**src/rtl/pit_chan_pkg.sv**
```systemverilog
package pit_chan_pkg;

  // Output rule family selected by the 3-bit mode code
  typedef enum logic [1:0] {
    CLS_LEVEL  = 2'd0,  // modes 0, 1, 6, 7
    CLS_RATE   = 2'd1,  // mode 2
    CLS_SQUARE = 2'd2,  // mode 3
    CLS_STROBE = 2'd3   // modes 4, 5
  } pit_cls_e;

  function automatic pit_cls_e mode_class(input logic [2:0] m);
    pit_cls_e c;
    case (m)
      3'd2:       c = CLS_RATE;
      3'd3:       c = CLS_SQUARE;
      3'd4, 3'd5: c = CLS_STROBE;
      default:    c = CLS_LEVEL;
    endcase
    return c;
  endfunction

  // Modes whose gate edge restarts counting instead of gating it
  function automatic logic mode_retrig(input logic [2:0] m);
    return (m == 3'd1) || (m == 3'd5);
  endfunction

endpackage

```
**src/rtl/pit_ctl_reg.sv**
```systemverilog
module pit_ctl_reg
  import pit_chan_pkg::*;
#(
  parameter int CNT_W    = 16,
  parameter bit GATE_RST = 1'b1
) (
  input  logic             clk,
  input  logic             rst_n,
  input  logic             load_stb,
  input  logic [2:0]       load_mode,
  input  logic [CNT_W-1:0] load_count,
  input  logic             gate_in,
  output pit_cls_e         cls,
  output logic             retrig,
  output logic [CNT_W:0]   n_eff,
  output logic             gate_q,
  output logic             gate_rise
);
  localparam int EFF_W = CNT_W + 1;
  localparam logic [EFF_W-1:0] FULL_CNT = EFF_W'(1) << CNT_W;
  localparam logic [2:0] RST_MODE = 3'd3;

  logic [2:0]       mode_q, mode_d;
  logic [EFF_W-1:0] n_q, n_d;
  logic             gate_d;

  // Next state
  always_comb begin
    mode_d = mode_q;
    n_d    = n_q;
    gate_d = gate_in;
    if (load_stb) begin
      mode_d = load_mode;
      n_d    = (load_count == '0) ? FULL_CNT : {1'b0, load_count};
    end
  end

  // Registers
  always_ff @(posedge clk or negedge rst_n) begin
    if (!rst_n) begin
      mode_q <= RST_MODE;
      n_q    <= FULL_CNT;
      gate_q <= GATE_RST;
    end else begin
      mode_q <= mode_d;
      n_q    <= n_d;
      gate_q <= gate_d;
    end
  end

  assign cls       = mode_class(mode_q);
  assign retrig    = mode_retrig(mode_q);
  assign n_eff     = n_q;
  assign gate_rise = retrig & gate_in & ~gate_q;

  // a zero count word is held as the full range
  a_r2_zero_is_full: assert property (@(posedge clk) disable iff (!rst_n)
    (load_stb && load_count == '0) |=> (n_eff == FULL_CNT));

  // the mode class after a load follows the loaded code
  a_r2_mode_capture: assert property (@(posedge clk) disable iff (!rst_n)
    load_stb |=> (cls == mode_class($past(load_mode))));

endmodule

```
**src/rtl/pit_elapsed.sv**
```systemverilog
module pit_elapsed
  import pit_chan_pkg::*;
#(
  parameter int CNT_W = 16
) (
  input  logic           clk,
  input  logic           rst_n,
  input  logic           load_stb,
  input  logic           tick_en,
  input  logic           gate_q,
  input  logic           gate_rise,
  input  logic           retrig,
  input  pit_cls_e       cls,
  input  logic [CNT_W:0] n_eff,
  output logic [CNT_W:0] el_q,
  output logic           started_q
);
  localparam int EFF_W = CNT_W + 1;

  logic [EFF_W-1:0] el_d;
  logic             started_d;
  logic             adv;
  logic             wrap_pt;

  // Retriggerable modes ignore the gate level; the rest need it high
  assign adv     = tick_en & (retrig | gate_q);
  assign wrap_pt = (el_q == n_eff - EFF_W'(1));

  always_comb begin
    el_d      = el_q;
    started_d = started_q;
    if (load_stb || gate_rise) begin
      el_d      = '0;
      started_d = 1'b0;
    end else if (adv) begin
      case (cls)
        CLS_RATE, CLS_SQUARE: begin
          // Phase within the period; no divider needed
          started_d = 1'b1;
          el_d      = wrap_pt ? '0 : el_q + EFF_W'(1);
        end
        CLS_STROBE: begin
          // Saturate one past terminal so the strobe cannot recur
          if (el_q <= n_eff) el_d = el_q + EFF_W'(1);
        end
        default: begin
          // Saturate at terminal; the level stays high
          if (el_q < n_eff) el_d = el_q + EFF_W'(1);
        end
      endcase
    end
  end

  always_ff @(posedge clk or negedge rst_n) begin
    if (!rst_n) begin
      el_q      <= '0;
      started_q <= 1'b0;
    end else begin
      el_q      <= el_d;
      started_q <= started_d;
    end
  end

  // load restarts the elapsed state on the same clock
  a_r2_load_clears: assert property (@(posedge clk) disable iff (!rst_n)
    load_stb |=> (el_q == '0 && !started_q));

  // without a tick nothing moves
  a_r8_no_tick_hold: assert property (@(posedge clk) disable iff (!rst_n)
    (!tick_en && !load_stb && !gate_rise) |=> ($stable(el_q) && $stable(started_q)));

  // low registered gate freezes the gated modes
  a_r9_gate_freeze: assert property (@(posedge clk) disable iff (!rst_n)
    (!retrig && !gate_q && !load_stb) |=> ($stable(el_q) && $stable(started_q)));

  // gate edge in retriggerable modes restarts counting
  a_r10_restart: assert property (@(posedge clk) disable iff (!rst_n)
    (gate_rise && !load_stb) |=> (el_q == '0));

  // periodic phase never reaches the count
  a_r5_phase_bound: assert property (@(posedge clk) disable iff (!rst_n)
    (cls == CLS_RATE || cls == CLS_SQUARE) |-> (el_q < n_eff));

endmodule

```
**src/rtl/pit_out_decode.sv**
```systemverilog
module pit_out_decode
  import pit_chan_pkg::*;
#(
  parameter int CNT_W = 16
) (
  input  pit_cls_e       cls,
  input  logic [CNT_W:0] el_q,
  input  logic           started_q,
  input  logic [CNT_W:0] n_eff,
  output logic           out_lvl
);
  localparam int EFF_W = CNT_W + 1;

  logic [EFF_W:0] half_hi;

  // ceil(N/2) computed one bit wider so 2^CNT_W + 1 cannot overflow
  assign half_hi = ({1'b0, n_eff} + (EFF_W+1)'(1)) >> 1;

  always_comb begin
    case (cls)
      CLS_RATE:   out_lvl = started_q && (el_q == '0);
      CLS_SQUARE: out_lvl = ({1'b0, el_q} < half_hi);
      CLS_STROBE: out_lvl = (el_q == n_eff);
      default:    out_lvl = (el_q >= n_eff);
    endcase
  end

endmodule

```
**src/rtl/pit_channel.sv**
```systemverilog
module pit_channel
  import pit_chan_pkg::*;
#(
  parameter int CNT_W    = 16,
  parameter bit GATE_RST = 1'b1
) (
  input  logic             clk,
  input  logic             rst_n,
  input  logic             tick_en,
  input  logic             load_stb,
  input  logic [2:0]       load_mode,
  input  logic [CNT_W-1:0] load_count,
  input  logic             gate_in,
  output logic             out_lvl
);
  localparam int EFF_W = CNT_W + 1;

  pit_cls_e         cls;
  logic             retrig;
  logic [EFF_W-1:0] n_eff;
  logic             gate_q;
  logic             gate_rise;
  logic [EFF_W-1:0] el_q;
  logic             started_q;

  pit_ctl_reg #(.CNT_W(CNT_W), .GATE_RST(GATE_RST)) u_ctl (
    .clk        (clk),
    .rst_n      (rst_n),
    .load_stb   (load_stb),
    .load_mode  (load_mode),
    .load_count (load_count),
    .gate_in    (gate_in),
    .cls        (cls),
    .retrig     (retrig),
    .n_eff      (n_eff),
    .gate_q     (gate_q),
    .gate_rise  (gate_rise)
  );

  pit_elapsed #(.CNT_W(CNT_W)) u_elapsed (
    .clk       (clk),
    .rst_n     (rst_n),
    .load_stb  (load_stb),
    .tick_en   (tick_en),
    .gate_q    (gate_q),
    .gate_rise (gate_rise),
    .retrig    (retrig),
    .cls       (cls),
    .n_eff     (n_eff),
    .el_q      (el_q),
    .started_q (started_q)
  );

  pit_out_decode #(.CNT_W(CNT_W)) u_dec (
    .cls       (cls),
    .el_q      (el_q),
    .started_q (started_q),
    .n_eff     (n_eff),
    .out_lvl   (out_lvl)
  );

  // output high on the first clock after reset release
  a_r1_reset_high: assert property (@(posedge clk) disable iff (!rst_n)
    $rose(rst_n) |-> out_lvl);

  // the level rule never drops without a load or restart
  a_r3_level_sticky: assert property (@(posedge clk) disable iff (!rst_n)
    (cls == CLS_LEVEL && out_lvl && !load_stb && !gate_rise) |=> out_lvl);

  // a strobe lasts exactly one counted tick
  a_r6_strobe_single: assert property (@(posedge clk) disable iff (!rst_n)
    (cls == CLS_STROBE && out_lvl && tick_en && (retrig || gate_q)
     && !load_stb && !gate_rise) |=> !out_lvl);

  // rate pulse is one tick wide for counts above one
  a_r4_rate_pulse: assert property (@(posedge clk) disable iff (!rst_n)
    (cls == CLS_RATE && out_lvl && tick_en && gate_q && !load_stb
     && n_eff > EFF_W'(1)) |=> !out_lvl);

endmodule

```
**config.mk**
```make
export PLATFORM = sky130hd
export DESIGN_NAME = pit_channel
export DESIGN_NICKNAME = d
export VERILOG_FILES = /design/src/rtl/pit_chan_pkg.sv /design/src/rtl/pit_ctl_reg.sv /design/src/rtl/pit_elapsed.sv /design/src/rtl/pit_out_decode.sv /design/src/rtl/pit_channel.sv
export SDC_FILE = /design/constraint.sdc
export NUM_CORES = 1
export LEC_CHECK = 0
export ABC_AREA = 1
export BUFFER_PORTS_ARGS = -buffer_cell sky130_fd_sc_hd__buf_2
export CAP_MARGIN = 0
export CORE_UTILIZATION = 55
export CTS_CLUSTER_SIZE = 40
export DETAILED_ROUTE_END_ITERATION = 10
export PLACE_DENSITY_LB_ADDON = 0.05
export SLEW_MARGIN = 20
export SYNTH_ARGS = -nofsm -noshare
export SYNTH_HDL_FRONTEND = slang
export SYNTH_SLANG_ARGS = --single-unit
```
**constraint.sdc**
```tcl
create_clock -name clk -period 2.7 [get_ports clk]
set_clock_uncertainty 0.15 [all_clocks]
set_input_delay 0 -clock clk [delete_from_list [all_inputs] [get_ports clk]]
set_output_delay 0 -clock clk [all_outputs]
set_load 0.05 [all_outputs]
```
==> results of run 1 <==
-- stage by stage --
stage / setup TNS, ns / hold WS, ns / power [mW]
4_1_cts: -0.701 / 0.0377 / 1.62
3_5_place_dp: -0.442 / -0.0302 / 1.20
5_1_grt: -0.872 / 0.0815 / 1.76
2_1_floorplan: -0.182 / -0.446 / 1.01
6_report: -0.654 / 0.0439 / 1.66
3_3_place_gp: -0.359 / -0.0330 / 1.19
-- power groups by stage --
stage | Clock (mW) | Sequential [mW] | Combinational (mW)
floorplan | 0 | 0.664 | 0.344
global placement | 0 | 0.672 | 0.517
detailed placement | 0 | 0.673 | 0.526
CTS | 0.404 | 0.662 | 0.557
global route | 0.419 | 0.670 | 0.666
finish | 0.397 | 0.666 | 0.600
-- synthesized netlist by cell type, types with 2 or more instances --
cell type	n
nor2_2	7
a21oi_1	12
inv_1	71
nor2_1	63
nand3b_1	6
nor3_1	6
nand2_2	4
o21ai_0	26
o21ai_1	2
nand2_1	194
ha_1	37
dfstp_2	4
buf_6	3
a211oi_1	3
xor2_1	29
inv_2	4
nand3_1	25
xnor2_1	8
buf_2	7
nor4_1	8
nor2_4	3
buf_4	3
clkbuf_1	7
nand4_1	31
dfrtp_1	35
a21boi_0	2
-- worst max-delay path, delay by kind of cell, from the launching register on --
kind | cells | cell delay [ns]
AND/OR/NAND/NOR | 8 | 1.17
AO/OA/AOI/OAI | 5 | 0.76
flip-flops | 1 | 0.40
adder cells (fa/ha/maj) | 1 | 0.30
buffers and inverters | 2 | 0.29
-- routing by layer --
| layer | global-route usage [%] | vias up | share of wire [%] | wire [um] |
|---|---|---|---|---|
| met5 | 0 | - | 0 | 0 |
| met4 | 15.4 | 0 | 3.9 | 484 |
| met3 | 5.02 | 34 | 5.9 | 726 |
| met2 | 60.3 | 177 | 48 | 5950 |
| met1 | 41.6 | 2002 | 42 | 5250 |
| li1 | - | 2122 | - | - |
-- layout make-up --
type                       count  area [um2]
clock buffer                   7        76.3
multi-input combinational    474        2740
timing repair buffer          99         781
inverter                      76         288
clock inverter                 1        5.00
tap                           96         120
fill                         623        1910
sequential                    39         985
-- worst max path at each step --
stage	endpoint	cells after the start	slack (ns)	from
CTS	out_lvl	17	-0.70	u_ctl.n_eff[1]$_DFFE_PN0P_
global route	out_lvl	17	-0.87	u_ctl.n_eff[0]$_DFFE_PN0P_
detailed placement	out_lvl	17	-0.44	u_ctl.n_eff[1]$_DFFE_PN0P_
finish	out_lvl	16	-0.65	u_ctl.n_eff[1]$_DFFE_PN0P_
global placement	out_lvl	17	-0.36	u_ctl.n_eff[1]$_DFFE_PN0P_
floorplan	out_lvl	15	-0.18	u_ctl.n_eff[2]$_DFFE_PN0P_
-- placed cells by master, fill, tap and decap left out, types with 5 or more instances in the layout --
master / netlist / layout
nor4_1: 8 / 8
nand2_1: 194 / 190
o21ai_0: 26 / 26
nand3b_1: 6 / 6
dfrtp_1: 35 / 32
xor2_1: 29 / 27
nor2_1: 63 / 57
nand2_2: 4 / 6
buf_2: 7 / 23
nor2_2: 7 / 12
xnor2_1: 8 / 8
ha_1: 37 / 34
dlygate4sd3_1: 0 / 22
buf_4: 3 / 48
inv_1: 71 / 71
nand3_1: 25 / 22
nor3_1: 6 / 6
clkbuf_8: 0 / 5
a21oi_1: 12 / 9
nand4_1: 31 / 31
-- kinds of logic after synthesis --
family	share of synthesized area, %
adder cells (fa/ha/maj)	11.6
AND/OR/NAND/NOR	38.6
buffers and inverters	10.3
AO/OA/AOI/OAI	6.91
flip-flops	24.5
XOR/XNOR	8.10
-- registers in the layout, indices dropped and copies added, names as in the netlist --
name                 count
u_ctl.n_eff             17
u_elapsed.el_q          17
u_ctl.mode_q             3
u_ctl.gate_q             1
u_elapsed.started_q      1
-- repair_timing --
item	4_1_cts	5_1_grt
endpoints found under the hold margin	57	0
pin swaps	1	18
setup endpoints to repair	1	18
setup buffers	0	4
resized for setup	2	37
gates cloned	0	1
hold buffers	22	0
==> run_results.csv, run 1 <==
group,metric,value,unit
placement,pre_cts_ws,-0.442,ns
placement,gp_congestion,0.935,
yosys,synth-async-reset-ratio,100,%
setup_path,r2r_slack,0.16,ns
routing,routed_wl,12400,um
setup_path,reg2reg_depth,14,
yosys,ys_seq_area_share,24.5,%
routing,first_pass_iters,5,
routing,final_antenna_net_count,0,
yosys,syn-cell-area,4000,um2
clock_tree,htreeDepth,2,
setup_path,path_max_fanout,4,
global_route,grt_overflow,0,
global_route,grt_max_degree,41,
finish,drive_gt1_share,19.1,%
clock_tree,cts_buffer_depth,2,
yosys,yosysTopAreaCell,"dfrtp_1",
global_route,grt_first_pass_wirelength,19900,um
setup_path,start_kind,"flip-flop",
run_status,status,"finished, violations left",
setup_path,path_class,"reg2out",
power,pwr-share-comb,36.1,%
yosys,synth_area_leaders,"dfrtp_1 22%, nand2_1 18%, ha_1 12%",
global_route,grt_pass1_vias,4203,
routing,drtIter0Drc,376,
run_status,violations,"negative setup slack",
power,power_switching,0.618,mW
yosys,netlist_instances,611,
global_route,grt_use_total,34.4,%
yosys,syn_nets,672,
yosys,synth_area_per_cell,6.55,um2
floorplan,initial_utilization,57.9,%
sta,setup_ws,-0.654,ns
routing,avgViaCountPerCell,5.47,
sta,worst_slew_pin_slew,0.912,ns
sta,setup_viol,1,
clock_tree,insertion_delay,0.30,ns
sta,finalMaxSlewViolations,0,
global_route,grt_antenna_before_repair,0,
setup_path,cp_slowest_stage_delay,0.40,ns
power,pwr-share-seq,40.0,%
floorplan,design.core.area,6910,um2
sta,fin_crit,3.35,ns
clock_tree,clk_pin_slew,0.08,ns
sta,relSlewSlack,39.2,%
min_path,holdPathEnd,"u_ctl.mode_q[1]$_DFFE_PN1P_",
power,powerDensity,333,nW/um2
power,internal-power,1.04,mW
floorplan,fp.dieH,87.3,um
routing,post_drt_wl_per_cell,15.7,um
sta,fmax,298,MHz
yosys,synth-edff-count,0,
placement,placedCellCount,757,
setup_path,timing.rr.start,"u_ctl.n_eff[16]$_DFFE_PN1P_",
sta,rsz0062_at_grt,"yes",
clock_tree,cts_tree,"yes",
yosys,ys_types,37,
power,p_clk_share,23.9,%
finish,area_growth,25.0,%
min_path,min_path_type,"in2reg",
finish,stdcell_count,792,
floorplan,die_w,87.3,um
setup_path,crit_chain,"buf_6, nand3_4, nor3_4, nand4_1, or2_1, nor2_2, nand3_2, o21ai_1, o21ai_1, ha_1, a21oi_2, nor2_1, a2111oi_2, nand2_2, a21oi_4, buf_6",
clock_tree,cts-root-buf,"clkbuf_8",
yosys,ys.flop_type,"dfrtp_1",
finish,final_core_util,72.4,%
power,max-vdd-ir-drop,0.258,mV
placement,io_buffers,24,
min_path,hold_depth,4,
sta,hold_violations,0,
setup_path,worstReg2RegEnd,"u_elapsed.el_q[7]$_DFFE_PN0P_",
floorplan,io_pins,25,
yosys,synth_top_area_share,21.9,%
flow_run,drv_cap,0,
setup_path,required,2.55,ns
min_path,hold_start,"load_stb",
routing,via_count,4335,
placement,hpwl,9390,um
setup_path,cpMaxStageDelayCell,"dfrtp_1",
setup_path,critPathArrivalTime,3.20,ns
clock_tree,numClockSinks,39,
finish,final_area,5000,um2
sta,finalCritPeriodShare,124,%
power,leakagePower,2.67,nW
floorplan,die_area,7620,um2
yosys,ys_warn_count,0,
floorplan,std_cell_rows,30,
routing,drc_errors,0,
finish,antenna_cells,0,
yosys,synth_seq_cells,39,
power,p_sw_share,37.2,%
clock_tree,cts_buffers,5,
placement,place_area,4490,um2
setup_path,worstSetupEndpointType,"primary output",
finish,final_nets,756,
Note: power is estimated with default switching activity, not from simulation.
==> run 2, diff against run 1 <==
CORE_MARGIN = 5   (was default)
CORE_UTILIZATION = 30   (was 55)
clock period = 4.3 ns   (was 2.7 ns; I/O delays follow)
==> run 2 against run 1 <==
Against the previous run: the flow now finishes without violations; first-iteration DRC count fell by 40%; final cell count grew 3.3%; global-route usage shrank 18 points; critical path depth down 1.
==> run_results.csv, run 2 (synthesized netlist as in run 1, its figures left out) <==
group,metric,value,unit
run_status,status,"finished clean",
global_route,grt_first_pass_wirelength,20800,um
sta,setup_ws,0.731,ns
clock_tree,cts-root-buf,"clkbuf_16",
routing,post_drt_wl_per_cell,15.4,um
sta,fin_crit,3.57,ns
setup_path,worstSetupEndpointType,"primary output",
routing,drc_errors,0,
finish,antenna_cells,0,
finish,final_common_cell,"nand2_1",
sta,setup_viol,0,
floorplan,die_w,125,um
clock_tree,cts_tree,"yes",
floorplan,io_pins,25,
routing,final_antenna_net_count,0,
sta,hold_violations,0,
floorplan,design.core.area,13100,um2
sta,holdWs,0.0434,ns
clock_tree,clk_pin_slew,0.06,ns
routing,via_count,3858,
global_route,grt_overflow,0,
global_route,globalRouteMet3Util,2.86,%
global_route,grt_antenna_before_repair,0,
power,powerDensity,256,nW/um2
power,total_power,1.18,mW
clock_tree,cts_resized,0,
setup_path,r2r_slack,1.26,ns
power,max-vdd-ir-drop,0.126,mV
sta,finalCritPeriodShare,83.0,%
sta,relSlewSlack,54.7,%
sta,fmax,280,MHz
placement,gp_congestion,0.866,
routing,first_pass_iters,4,
placement,pre_cts_ws,1.03,ns
global_route,grt_pass1_vias,3969,
finish,final_nets,702,
setup_path,path_class,"reg2out",
floorplan,initial_utilization,30.4,%
routing,avgViaCountPerCell,4.72,
setup_path,start_kind,"flip-flop",
global_route,gr-usage-met1,21.5,%
clock_tree,cts_buffers,5,
setup_path,critPathArrivalTime,3.42,ns
clock_tree,htreeDepth,2,
clock_tree,cts_buffer_depth,2,
sta,finalMaxSlewViolations,0,
routing,drtIter0Drc,224,
flow_run,drv_cap,0,
setup_path,path_max_fanout,7,
placement,io_buffers,24,
global_route,grt_use_total,16.7,%
power,leakagePower,2.42,nW
placement,hpwl,10000,um
floorplan,fp.dieH,125,um
global_route,grt.busiest_layer,"met2",
global_route,grt_max_degree,42,
clock_tree,numClockSinks,39,
finish,drive_gt1_share,8.88,%
sta,setup_tns,0,ns
clock_tree,insertion_delay,0.29,ns
sta,rsz0062_at_grt,"no",
finish,layout_common_cells,"194 x nand2_1, 71 x inv_1, 63 x nor2_1, 37 x ha_1, 35 x dfrtp_1",
floorplan,std_cell_rows,42,
min_path,min_path_type,"in2reg",
setup_path,required,4.15,ns
sta,worst_slew_pin_slew,0.679,ns
floorplan,die_area,15700,um2
routing,routed_wl,12600,um
finish,area_growth,15.4,%
global_route,gr-usage-met2,28.9,%
finish,final_core_util,35.1,%
run 2: cell types whose count changed in the layout (fill, tap and decap cells not counted), sizes merged:
cell,delta
bufinv,+1
clkbuf,-2
buf,-52
dlygate4sd3,-1
run 2: worst paths after layout:
| path | start | to | cells after the start |
|---|---|---|---|
| worst max-delay path | u_ctl.n_eff[2]$_DFFE_PN0P_ | out_lvl | 15 |
| worst max register to register | u_ctl.n_eff[16]$_DFFE_PN1P_ | u_elapsed.el_q[0]$_DFFE_PN0P_ | 13 |
| min in group asynchronous | rst_n | u_ctl.mode_q[2]$_DFFE_PN0P_ | 2 |
| worst min register to register | u_ctl.mode_q[1]$_DFFE_PN1P_ | u_ctl.mode_q[1]$_DFFE_PN1P_ | 2 |
| max in group asynchronous | rst_n | u_elapsed.el_q[4]$_DFFE_PN0P_ | 2 |
| worst min-delay path | tick_en | u_elapsed.started_q$_DFFE_PN0P_ | 5 |
run 2: area by class of cell:
type,instances,area (um2)
flip-flops and latches,39,981
fillers,1478,8520
multi-input cells,474,2620
clock inverters,2,35.0
clock buffers,6,139
well taps,176,220
inverters,76,285
repair buffers,45,333
run 2: per-stage QoR:
step           std cells  instance area [um2]
3_3_place_gp         789                 4220
6_report             818                 4620
4_1_cts              818                 4600
2_1_floorplan        611                 4000
3_5_place_dp         789                 4220
5_1_grt              818                 4620
run 2: timing repair:
action                                 in CTS  in global routing
setup buffers                               0                  0
endpoints found under the hold margin      56                  0
hold buffers                               21                  0
run 2: routing by layer:
metal | up-vias | wire, um
li1 | 2019 | -
met5 | - | 0
met4 | 0 | 206
met3 | 12 | 432
met2 | 43 | 5940
met1 | 1784 | 6000
run 2: report_power, final:
| part | total, mW | internal (mW) | switching [mW] |
|---|---|---|---|
| Clock | 0.454 | 0.289 | 0.165 |
| Sequential | 0.434 | 0.391 | 0.0426 |
| Combinational | 0.295 | 0.106 | 0.189 |
| Total | 1.18 | 0.786 | 0.397 |
run 2: worst max-delay path, stage by stage (launching register included):
cell and delay [ns]:
dfrtp_1 0.48, nand3_1 0.19, nor3_4 0.20, nand4_1 0.15, or2_1 0.27, nor2_2 0.15, nand3_2 0.13, o21ai_1 0.14
o21ai_1 0.08, ha_1 0.28, a21oi_1 0.15, nor2_1 0.05, a2111oi_0 0.29, nand2_1 0.11, a21oi_1 0.16, buf_2 0.29
